**src/rtl/sb_pkg.sv**
```systemverilog
package sb_pkg;

    localparam int DIGIT_W = 4;
    localparam int SEG_W   = 7;

    typedef struct packed {
        logic [DIGIT_W-1:0] tens;
        logic [DIGIT_W-1:0] ones;
    } bcd_score_t;

    localparam bcd_score_t SCORE_ZERO = '{tens: 4'd0, ones: 4'd0};

endpackage

```
**src/rtl/sb_debounce.sv**
```systemverilog
module sb_debounce #(
    parameter int CNT_W = 11
) (
    input  logic clk,
    input  logic rst_n,
    input  logic raw_i,
    output logic press_o
);

    typedef struct packed {
        logic             s1;
        logic             s2;
        logic [CNT_W-1:0] cnt;
        logic             lvl;
        logic             dly;
    } db_state_t;

    db_state_t st_d, st_q;

    always_comb begin
        st_d    = st_q;
        st_d.s1 = raw_i;
        st_d.s2 = st_q.s1;
        if (st_q.s1 ^ st_q.s2) begin
            st_d.cnt = '0;
        end else if (!st_q.cnt[CNT_W-1]) begin
            st_d.cnt = st_q.cnt + CNT_W'(1);
        end
        if (st_q.cnt[CNT_W-1]) begin
            st_d.lvl = st_q.s2;
        end
        st_d.dly = st_q.lvl;
    end

    always_ff @(posedge clk or negedge rst_n) begin
        if (!rst_n) begin
            st_q <= '0;
        end else begin
            st_q <= st_d;
        end
    end

    assign press_o = st_q.dly & ~st_q.lvl;

endmodule

```
**src/rtl/sb_score.sv**
```systemverilog
module sb_score
    import sb_pkg::*;
(
    input  logic       clk,
    input  logic       rst_n,
    input  logic       inc_i,
    input  logic       dec_i,
    output bcd_score_t score_o
);

    bcd_score_t score_d, score_q;
    logic       at_top, at_bot;

    assign at_top = (score_q.tens == 4'd9) && (score_q.ones == 4'd9);
    assign at_bot = (score_q.tens == 4'd0) && (score_q.ones == 4'd0);

    always_comb begin
        score_d = score_q;
        if (inc_i && !dec_i && !at_top) begin
            if (score_q.ones == 4'd9) begin
                score_d.ones = 4'd0;
                score_d.tens = score_q.tens + 4'd1;
            end else begin
                score_d.ones = score_q.ones + 4'd1;
            end
        end else if (dec_i && !inc_i && !at_bot) begin
            if (score_q.ones == 4'd0) begin
                score_d.ones = 4'd9;
                score_d.tens = score_q.tens - 4'd1;
            end else begin
                score_d.ones = score_q.ones - 4'd1;
            end
        end
    end

    always_ff @(posedge clk or negedge rst_n) begin
        if (!rst_n) begin
            score_q <= SCORE_ZERO;
        end else begin
            score_q <= score_d;
        end
    end

    assign score_o = score_q;

endmodule

```
**src/rtl/sb_seg7.sv**
```systemverilog
module sb_seg7
    import sb_pkg::*;
(
    input  logic [DIGIT_W-1:0] digit_i,
    output logic [SEG_W-1:0]   seg_o
);

    always_comb begin
        unique case (digit_i)
            4'd1:    seg_o = 7'b0110000;
            4'd2:    seg_o = 7'b1101101;
            4'd3:    seg_o = 7'b1111001;
            4'd4:    seg_o = 7'b0110011;
            4'd5:    seg_o = 7'b1011011;
            4'd6:    seg_o = 7'b1011111;
            4'd7:    seg_o = 7'b1110000;
            4'd8:    seg_o = 7'b1111111;
            4'd9:    seg_o = 7'b1111011;
            default: seg_o = 7'b1111110;
        endcase
    end

endmodule

```
**src/rtl/sb_scoreboard.sv**
```systemverilog
module sb_scoreboard
    import sb_pkg::*;
#(
    parameter int CNT_W = 11
) (
    input  logic       clk,
    input  logic       rst_n,
    input  logic [3:0] btn_i,
    output logic [6:0] seg_t1_tens_o,
    output logic [6:0] seg_t1_ones_o,
    output logic [6:0] seg_t2_tens_o,
    output logic [6:0] seg_t2_ones_o
);

    localparam int NUM_TEAMS  = 2;
    localparam int NUM_BTN    = 2 * NUM_TEAMS;
    localparam int NUM_DIGITS = 2 * NUM_TEAMS;

    logic [NUM_BTN-1:0]          press;
    bcd_score_t                  score_t1, score_t2;
    bcd_score_t                  scores   [NUM_TEAMS];
    logic [DIGIT_W-1:0]          digits   [NUM_DIGITS];
    logic [SEG_W-1:0]            segs     [NUM_DIGITS];

    for (genvar b = 0; b < NUM_BTN; b++) begin : g_btn
        sb_debounce #(.CNT_W(CNT_W)) u_db (
            .clk    (clk),
            .rst_n  (rst_n),
            .raw_i  (btn_i[b]),
            .press_o(press[b])
        );
    end

    for (genvar t = 0; t < NUM_TEAMS; t++) begin : g_team
        sb_score u_score (
            .clk    (clk),
            .rst_n  (rst_n),
            .inc_i  (press[2*t]),
            .dec_i  (press[2*t+1]),
            .score_o(scores[t])
        );
        assign digits[2*t]   = scores[t].tens;
        assign digits[2*t+1] = scores[t].ones;
    end

    for (genvar g = 0; g < NUM_DIGITS; g++) begin : g_dig
        sb_seg7 u_seg (
            .digit_i(digits[g]),
            .seg_o  (segs[g])
        );
    end

    assign score_t1      = scores[0];
    assign score_t2      = scores[1];
    assign seg_t1_tens_o = segs[0];
    assign seg_t1_ones_o = segs[1];
    assign seg_t2_tens_o = segs[2];
    assign seg_t2_ones_o = segs[3];

endmodule

```
**config.mk**
```make
export PLATFORM = sky130hd
export DESIGN_NAME = sb_scoreboard
export DESIGN_NICKNAME = d
export VERILOG_FILES = /design/src/rtl/sb_pkg.sv /design/src/rtl/sb_debounce.sv /design/src/rtl/sb_score.sv /design/src/rtl/sb_seg7.sv /design/src/rtl/sb_scoreboard.sv
export SDC_FILE = /design/constraint.sdc
export NUM_CORES = 1
export LEC_CHECK = 0
export ABC_AREA = 1
export BUFFER_PORTS_ARGS = -buffer_cell sky130_fd_sc_hd__buf_2
export CORE_MARGIN = 3
export CORE_UTILIZATION = 43
export CTS_CLUSTER_SIZE = 8
export DETAILED_ROUTE_END_ITERATION = 8
export GPL_TIMING_DRIVEN = 0
export PLACE_DENSITY = 0.6
export SYNTH_ARGS = -nofsm -noshare
export SYNTH_HDL_FRONTEND = slang
export SYNTH_SLANG_ARGS = --single-unit
```
**constraint.sdc**
```tcl
create_clock -name clk -period 1.9 [get_ports clk]
set_clock_uncertainty 0.05 [all_clocks]
set_input_delay 0.38 -clock clk [delete_from_list [all_inputs] [get_ports clk]]
set_output_delay 0.38 -clock clk [all_outputs]
set_load 0.1 [all_outputs]
```
-- Yosys cells after proc, flatten, opt, wreduce, memory -nomap -nowiden
Memory sizes are Yosys's and may differ from the RTL's.
Cells that the tools add are included.
- flip-flop bits (word level): 76
- bits in read-only memories: 448
- input bits: 6
- memories kept: 4
- memory list (name ; words ; width ; read ports ; clocked after memory_dff ; write ports ; RTL line ; source):
    (name not given) ; 16 ; 7 ; 1 ; 0 ; 0 ; sb_seg7.sv:9 ; unique case (digit_i)
    (name not given) ; 16 ; 7 ; 1 ; 0 ; 0 ; sb_seg7.sv:9 ;
    (name not given) ; 16 ; 7 ; 1 ; 0 ; 0 ; sb_seg7.sv:9 ;
    (name not given) ; 16 ; 7 ; 1 ; 0 ; 0 ; sb_seg7.sv:9 ;
- add/subtract/negate cells: 12
- eq/ne operators: 10
- multiplexer cells: 20
- bitwise gates (word level): 12
- reductions and logical operators: 30
- operators by type and width (kind ; number):
    11-bit two-way mux ; 8
    11-bit by 1-bit adder with 11-bit output, second input constant ; 4
    4-bit two-way mux ; 8
    8-bit two-way mux ; 4
    4-bit by 1-bit adder with 4-bit output, second input constant ; 4
    4-bit equality test, second input constant ; 4
    4-bit zero test ; 4
    4-bit by 1-bit subtractor with 4-bit output, second input constant ; 4
    1-bit logical AND ; 12
    2-bit != test, second input constant ; 6
    1-bit zero test ; 8
    2-bit nonzero test ; 4
    3-bit AND reduction ; 2
    1-bit AND ; 4
    1-bit NOT ; 4
    1-bit bitwise XOR ; 4

-- Longest topological paths before layout
Gate-level depths: netlist of run 1.
- depth after elaboration: 7
- depth in mapped cells: 14

-- Cells and area by module
A second synthesis of run 1 with hierarchy kept.
- cells, all modules: 668
- area total of the unflattened synthesis: 5038.6 µm²
- modules (own cells, without submodules) (module ; instances ; cells an instance ; area each (µm²) ; seq. area each (µm²)):
    sb_debounce ; 4 ; 92 ; 750.7 ; 375.4
    sb_score ; 2 ; 90 ; 644.4 ; 200.2
    sb_seg7 at g_dig[2].u_seg ... ; 2 ; 30 ; 187.7 ; 0.0
    sb_seg7 at g_dig[1].u_seg ; 1 ; 32 ; 187.7 ; 0.0
    sb_seg7 at g_dig[0].u_seg ; 1 ; 28 ; 183.9 ; 0.0

-- Worst setup path after synthesis of run 1
No wires, ideal clock.
- path kind: register to output
- start point: reg g_team[1].u_score.score_q, in the netlist g_team[1].u_score.score_o[6]
- end point: out seg_t2_tens_o[0]
- arrival time: 2.701 ns
- slack: -1.231 ns
- stages on the path, launching flop included: 4
- path through: dfrtp_1 > inv_2 > nand2_2 > o21ai_0
- longest elaborated chain between the ends: 1
- ends and longest elaborated chain (item ; RTL line ; source):
    from (decl) ; sb_score.sv:11 ; bcd_score_t score_d, score_q;
    from (signal assigned) ; sb_score.sv:40 ; score_q <= score_d;
    memory read 16 x 7 bit ; n/a ;
    to (decl) ; sb_scoreboard.sv:11 ; output logic [6:0] seg_t2_tens_o,
Every way passes these cells.

-- Worst setup path after layout of run 1
- start point: reg g_team[0].u_score.score_q, in the netlist g_team[0].u_score.score_o[4]
- end point: out seg_t1_tens_o[0]
- longest elaborated chain between the ends: 1
- ends and longest elaborated chain (item ; RTL line ; source):
    from (decl) ; sb_score.sv:11 ;
    from (signal assigned) ; sb_score.sv:40 ;
    memory read 16 x 7 bit ; n/a ;
    to (decl) ; sb_scoreboard.sv:9 ; output logic [6:0] seg_t1_tens_o,
Every way passes these cells.

==> metrics.yaml, run 1 <==
clk_latency_ns: 0.34
syn2layout_area_growth_pct: 42.79
drv_slew: 0
yosysTopAreaCell: "dfrtp_1"
synth_area_leaders: "dfrtp_1 41%, nand2_1 9.6%, ha_1 9.2%, inv_1 5.7%, nor2_1 4.2%"
design.core.area_sq_um: 10370
clk_pin_slew_worst_paths_ns: 0.08
status: "finished with violations"
multi_input_area_sq_um: 2930
cts_tree: "built"
syn_inst: 564
std_cell_rows: 37
hold_viol: 0
cts_buffers: 9
io_pins: 34
viasPerCell: 5.057
synth_edf_count: 0
drt-initial-drc-count: 213
cap_violations: 0
vias: 4020
start_kind: "register"
synth_flop_cell: "dfrtp_1"
n_fill_cell: 778
globalRouteTotalUtil_pct: 17.39
power_w: 0.003413
final_common_cell: "nand2_1"
detail-route-antenna-nets: 0
postLayoutCoreUtil_pct: 63.37
firstDrtPassIters: 5
synth_nets: 606
clkSinkCount: 76
synthArstFlopShare_pct: 100.0
crit_fanout: 4
synth_area_sq_um: 4602
slew_headroom_pct: 72.88
cp.arrival_ns: 1.65
holdCritPathClass: "input pin to register"
min_period_ns: 2.083
p_leak_nw: 2.954
final-setup-viol-count: 23
antenna_cells: 0
crit_type: "register to primary output"
failed_checks: "setup timing"
critical_path_required_ns: 1.47
die-width_um: 109.5
nets: 696
synth_seq_cells: 76
die_height_um: 109.5
grt_max_degree: 52
drc: 0
avgSynthCellArea_sq_um: 8.159
worst_slack_ns: -0.1834
die-area_sq_um: 11980
ys_warn_count: 0
grt_setup_unrepaired: "true"
drt-wirelength-per-cell_um: 13.79
ys_seq_area_share_pct: 41.33
h-tree-depth: 3
grt_antenna_before_repair: 0
grt_pass1_wl_um: 16910
clk_path_buf_depth: 2
cts-root-buf: "clkbuf_8"
p_per_area_nw_per_um2: 519.3
final_cell_mix: "101 x nand2_1, 66 x dfrtp_1, 53 x inv_1"
port_buffers: 33
drive_gt1_share_pct: 37.03
place.gp.congestion: 0.8432
wirelength_um: 10960
hpwl_um: 6236
start_util_pct: 44.38
grt_pass1_vias: 3830
timing.fmax_ghz: 0.4800
ir_drop_mv: 0.3962
yosysTopAreaCellShare_pct: 41.33
overflow: 0
min_period_over_period_pct: 109.7
yosysUniqueCellTypes: 44
end_kind: "primary output"
regArea_sq_um: 1914
worst_pin_slew_ns: 0.4047
[state kept, by name, summed over array words and instances, names as in the netlist]
register and count:
g_btn.u_db.st_d 8, g_btn.u_db.st_q 52, g_team.u_score.score_o 16
[path summary, 6_finish.rpt]
path	startpoint	to	slack, ns	cells after the start
hold / removal	btn_i[3]	g_btn[3].u_db.st_d[13]$_DFF_PN0_	0.09	1
max in group asynchronous	rst_n	g_btn[3].u_db.st_q[11]$_DFFE_PN0P_	0.78	3
min in group asynchronous	rst_n	g_team[0].u_score.score_o[2]$_DFFE_PN0P_	0.44	2
setup reg to reg	g_team[0].u_score.score_o[4]$_DFFE_PN0P_	g_team[0].u_score.score_o[7]$_DFFE_PN0P_	-0.10	14
setup / recovery	g_team[0].u_score.score_o[4]$_DFFE_PN0P_	seg_t1_tens_o[0]	-0.18	5
hold reg to reg	g_btn[1].u_db.st_d[0]$_DFFE_PN0P_	g_btn[1].u_db.st_q[0]$_DFF_PN0_	0.33	0
[where the power goes]
group / leakage, nW / switching, W / internal, W
sequential: 1.02 / 0.0000457 / 0.00167
clock: 0.122 / 0.000593 / 0.000908
combinational: 1.82 / 0.000125 / 0.0000757
[critical path: stages (launching register included)]
cell     delay [ns]
dfrtp_2        0.47
ha_2           0.20
nor2_2         0.12
o21ai_1        0.12
o21ai_1        0.16
buf_6          0.26
[layer usage]
layer / up-vias / GRT usage (%) / share of wire (%)
met2: 74 / 28.55 / 50
met5: - / 0 / 0
met4: 0 / 5.610 / 1.3
li1: 2023 / - / -
met1: 1907 / 23.20 / 46
met3: 16 / 3.347 / 2.9
[stage by stage]
stage	area (sq um)	std cells	setup TNS (ns)	hold WS, ns	worst slack [ns]
after floorplan	4742	564	-3.534	0.03441	-0.6487
after global placement	5077	733	-14.53	0.3077	-0.3015
after detailed placement	5107	734	-1.309	0.2794	-0.2892
after CTS	6132	780	-1.495	0.06538	-0.1146
after global routing	6571	795	-3.772	0.06771	-0.2534
final	6571	795	-1.866	0.09174	-0.1834
[synth_stat cells, drive strengths merged, types with 2 or more instances]
cell type / number
xnor2: 6
a31oi: 5
buf: 4
o21ai: 45
fa: 2
o211ai: 7
nor3: 10
ha: 34
o32ai: 2
inv: 83
nor2: 57
a21oi: 31
nand4: 7
or2: 5
o22ai: 3
dfrtp: 76
nand2: 130
a21o: 2
xor2: 7
nand3: 41
[layout make-up]
type                       instances  area share [%]
timing repair buffer              79           14.20
inverter                          83           5.198
clock buffer                      10           2.094
tap                              136           2.589
clock inverter                     6           1.695
multi-input combinational        401           44.59
sequential                        76           29.13
buffer                             4          0.4950
[timing repair]
| action | CTS | global route |
|---|---|---|
| endpoints found under the setup margin | 31 | 33 |
| gates resized for setup | 154 | 68 |
| pin swaps | 25 | 17 |
| hold endpoints to repair | 25 | 0 |
| setup buffers | 29 | 15 |
| hold buffers | 1 | 0 |
[kinds of logic after synthesis]
group / share of synthesized area [%]
simple gates: 25.58
xor+xnor: 2.964
fa+ha+maj: 10.11
compound gates: 12.43
buf+inv: 7.586
flops: 41.33
(Power assumes the default switching activity.)
==> run 2: changes to the inputs <==
- PLACE_DENSITY: 0.6 -> 0.59
- SYNTH_HIERARCHICAL: unset -> 1
==> metrics.yaml, run 2 <==
status: "finished with violations"
failed_checks: "setup timing"
die-area_sq_um: 13050
cts_tree: "built"
wl_met3_um: 269
synth.most_common_cell: "nand2_1"
yosysTopAreaCellShare_pct: 37.75
drive_gt1_share_pct: 33.51
die-width_um: 114.3
highest_layer: "met4"
crit_chain: "inv_4 > ha_4 > or2_4 > o211ai_1 > buf_6"
synthAdderAreaFrac_pct: 8.741
antenna_cells: 0
worst_slack_ns: -0.1160
grt_pass1_wl_um: 17630
place.gp.congestion: 0.8177
crit_family: "flip-flops"
viasPerCell: 4.820
drv_slew: 0
synth_area_leaders: "dfrtp_1 38%, nand2_1 14%, ha_1 7.9%, inv_1 7.3%, nand3_1 5.2%"
syn2layout_area_growth_pct: 34.86
wl_met2_um: 5066
slew_headroom_pct: 71.39
design_area_sq_um: 6795
ys_seq_area_share_pct: 37.75
final_common_cell: "nand2_1"
synth-compound-area-share_pct: 7.549
std_cell_rows: 38
grt_antenna_before_repair: 0
end_kind: "primary output"
yosysUniqueCellTypes: 27
worst-path-buf-inv: 2
io_pins: 34
final-setup-viol-count: 19
clk_latency_ns: 0.32
synthArstFlopShare_pct: 100.0
grt_pass1_vias: 4218
overflow: 0
die_height_um: 114.3
crit_type: "register to primary output"
critPathMaxStageDelay_ns: 0.43
grt_max_degree: 65
nets: 787
drt-met1-wl_um: 4962
cts-root-buf: "clkbuf_16"
n_fill_cell: 935
ir_drop_mv: 0.4079
timing.fmax_ghz: 0.4960
largest-register: "g_btn.u_db/st_q"
synthMuxAreaShare_pct: 0
start_kind: "register"
ys_warn_count: 6
synth_flop_cell: "dfrtp_1"
slowest_stage: "dfrtp_2"
firstDrtPassIters: 6
synth_edf_count: 0
synth_nets: 708
synth_top_family_by_area: "simple AND/OR/NAND/NOR gates"
power_w: 0.003582
h-tree-depth: 3
min_period_over_period_pct: 106.1
cts_buffers: 9
hold_end: "g_btn[1].u_db/st_d[13]$_DFF_PN0_"
place_area_sq_um: 5514
syn_inst: 668
min_from: "btn_i[1]"
synth_area_sq_um: 5039
largest_reg_flops: 52
synth_seq_cells: 76
cap_violations: 0
cp.arrival_ns: 1.59
synth-xor-area-share_pct: 3.973
clk_path_buf_depth: 2
hold_viol: 0
p_leak_nw: 3.245
yosysTopAreaCell: "dfrtp_1"
drt-initial-drc-count: 187
design.core.area_sq_um: 11130
globalRouteTotalUtil_pct: 16.11
r2r-end: "g_team[1].u_score/score_o[7]$_DFFE_PN0P_"
yosys.area_share.simple_pct: 33.47
hpwl_um: 6838
start_util_pct: 45.29
clkSinkCount: 76
r2r-start: "g_team[1].u_score/score_o[6]$_DFFE_PN0P_"
r2r_setup_slack_ns: -0.03
avgSynthCellArea_sq_um: 7.543
p_per_area_nw_per_um2: 527.1
critical_path_required_ns: 1.47
detail-route-antenna-nets: 0
final_cell_mix: "171 x nand2_1, 81 x inv_1, 64 x dfrtp_1"
grt_setup_unrepaired: "true"
drc: 0
worst_pin_slew_ns: 0.4270
port_buffers: 33
wirelength_um: 10450
crit_fanout: 4
holdCritPathClass: "input pin to register"
setup_tns_ns: -1.160
holdPathStages: 1
drt-wirelength-per-cell_um: 11.72
synth_common_cells: "185 x nand2_1, 98 x inv_1, 76 x dfrtp_1, 55 x nor2_1, 52 x nand3_1"
r2r_cells: 13
clk_pin_slew_worst_paths_ns: 0.06
min_period_ns: 2.016
vias: 4299
==> run 2: cell types whose count changed in the layout (fill, tap and decap cells not counted), moves of 8 or more <==
cell       change
nand2_1       +70
inv_1         +28
nand2_2       +22
o21ai_0       -20
nand3_2       +15
buf_4         -11
nand3_1       +10
nor2_2        +10
clkbuf_16      +9
nand2_4        -9
o21ai_1        +8
==> run 2: where the power goes <==
group / switching, W / total, W / leakage (nW) / internal [W]
Clock: 0.000626 / 0.00161 / 0.144 / 0.000983
Combinational: 0.000152 / 0.000241 / 2.09 / 0.0000890
Sequential: 0.0000632 / 0.00173 / 1.01 / 0.00167
==> run 2: routing by layer <==
layer  GRT usage [%]  vias to the layer above
met5               0                        -
met4           6.413                        0
met3           2.326                       15
met2           28.10                       55
met1           20.07                     1975
li1                -                     2254
==> run 2: area by class of cell <==
class                           instances  area, sq um  share of cell area, %
Tap cell                              140        175.2                  2.578
Clock inverter                          4        22.52                 0.3314
Sequential cell                        76         1917                  28.21
Inverter                              113        455.4                  6.702
Multi-Input combinational cell        479         3103                  45.66
Clock buffer                           12        266.5                  3.922
Timing Repair Buffer                   68        855.8                  12.59
==> run 2: worst max path at each step <==
stage	slack [ns]	start	cells after the start	endpoint
3_5_place_dp	-0.20	g_team[1].u_score/score_o[2]$_DFFE_PN0P_	13	g_team[1].u_score/score_o[7]$_DFFE_PN0P_
5_1_grt	-0.19	g_team[1].u_score/score_o[5]$_DFFE_PN0P_	5	seg_t2_tens_o[6]
4_1_cts	-0.12	g_team[1].u_score/score_o[5]$_DFFE_PN0P_	5	seg_t2_tens_o[6]
2_1_floorplan	-0.66	g_team[1].u_score/score_o[5]$_DFFE_PN0P_	3	seg_t2_tens_o[6]
3_3_place_gp	-0.30	rst_n	1	g_team[1].u_score/score_o[5]$_DFFE_PN0P_
6_report	-0.12	g_team[1].u_score/score_o[1]$_DFFE_PN0P_	5	seg_t2_ones_o[6]
==> run 2: repair_timing <==
item                       CTS  global route
setup endpoints to repair   30            31
setup buffers               26             7
resized for setup          124            67
hold endpoints to repair    12             0
hold buffers                 1             0
pin swaps                   13            24
==> run 2: worst reg2reg max path: stages, from the launching register on <==
cell	delay (ns)
dfrtp_1	0.55
inv_1	0.07
nand2_1	0.09
nor2_2	0.04
nand2_2	0.09
nand2_4	0.06
buf_4	0.13
ha_1	0.31
a21oi_2	0.17
inv_1	0.06
nand2_1	0.06
nand2_1	0.04
nand2_1	0.05
nand2_1	0.05
==> run 2: per-stage QoR <==
step	utilization, %	hold slack, ns	cells	setup WS, ns
2_1_floorplan	-	0.03441	668	-0.6581
3_3_place_gp	49.29	0.3453	841	-0.3029
3_5_place_dp	49.56	0.2040	842	-0.2007
4_1_cts	57.82	0.09049	885	-0.1219
5_1_grt	61.08	0.09203	892	-0.1852
6_report	61.08	0.1071	892	-0.1160
==> run 2: cells by family after synthesis <==
group,after synthesis
DFF,76
adders and majority gates,34
xor gates and xnor gates,16
AOI/OAI and AO/OA,66
and+or+nand+nor,363
buffers and inverters,113
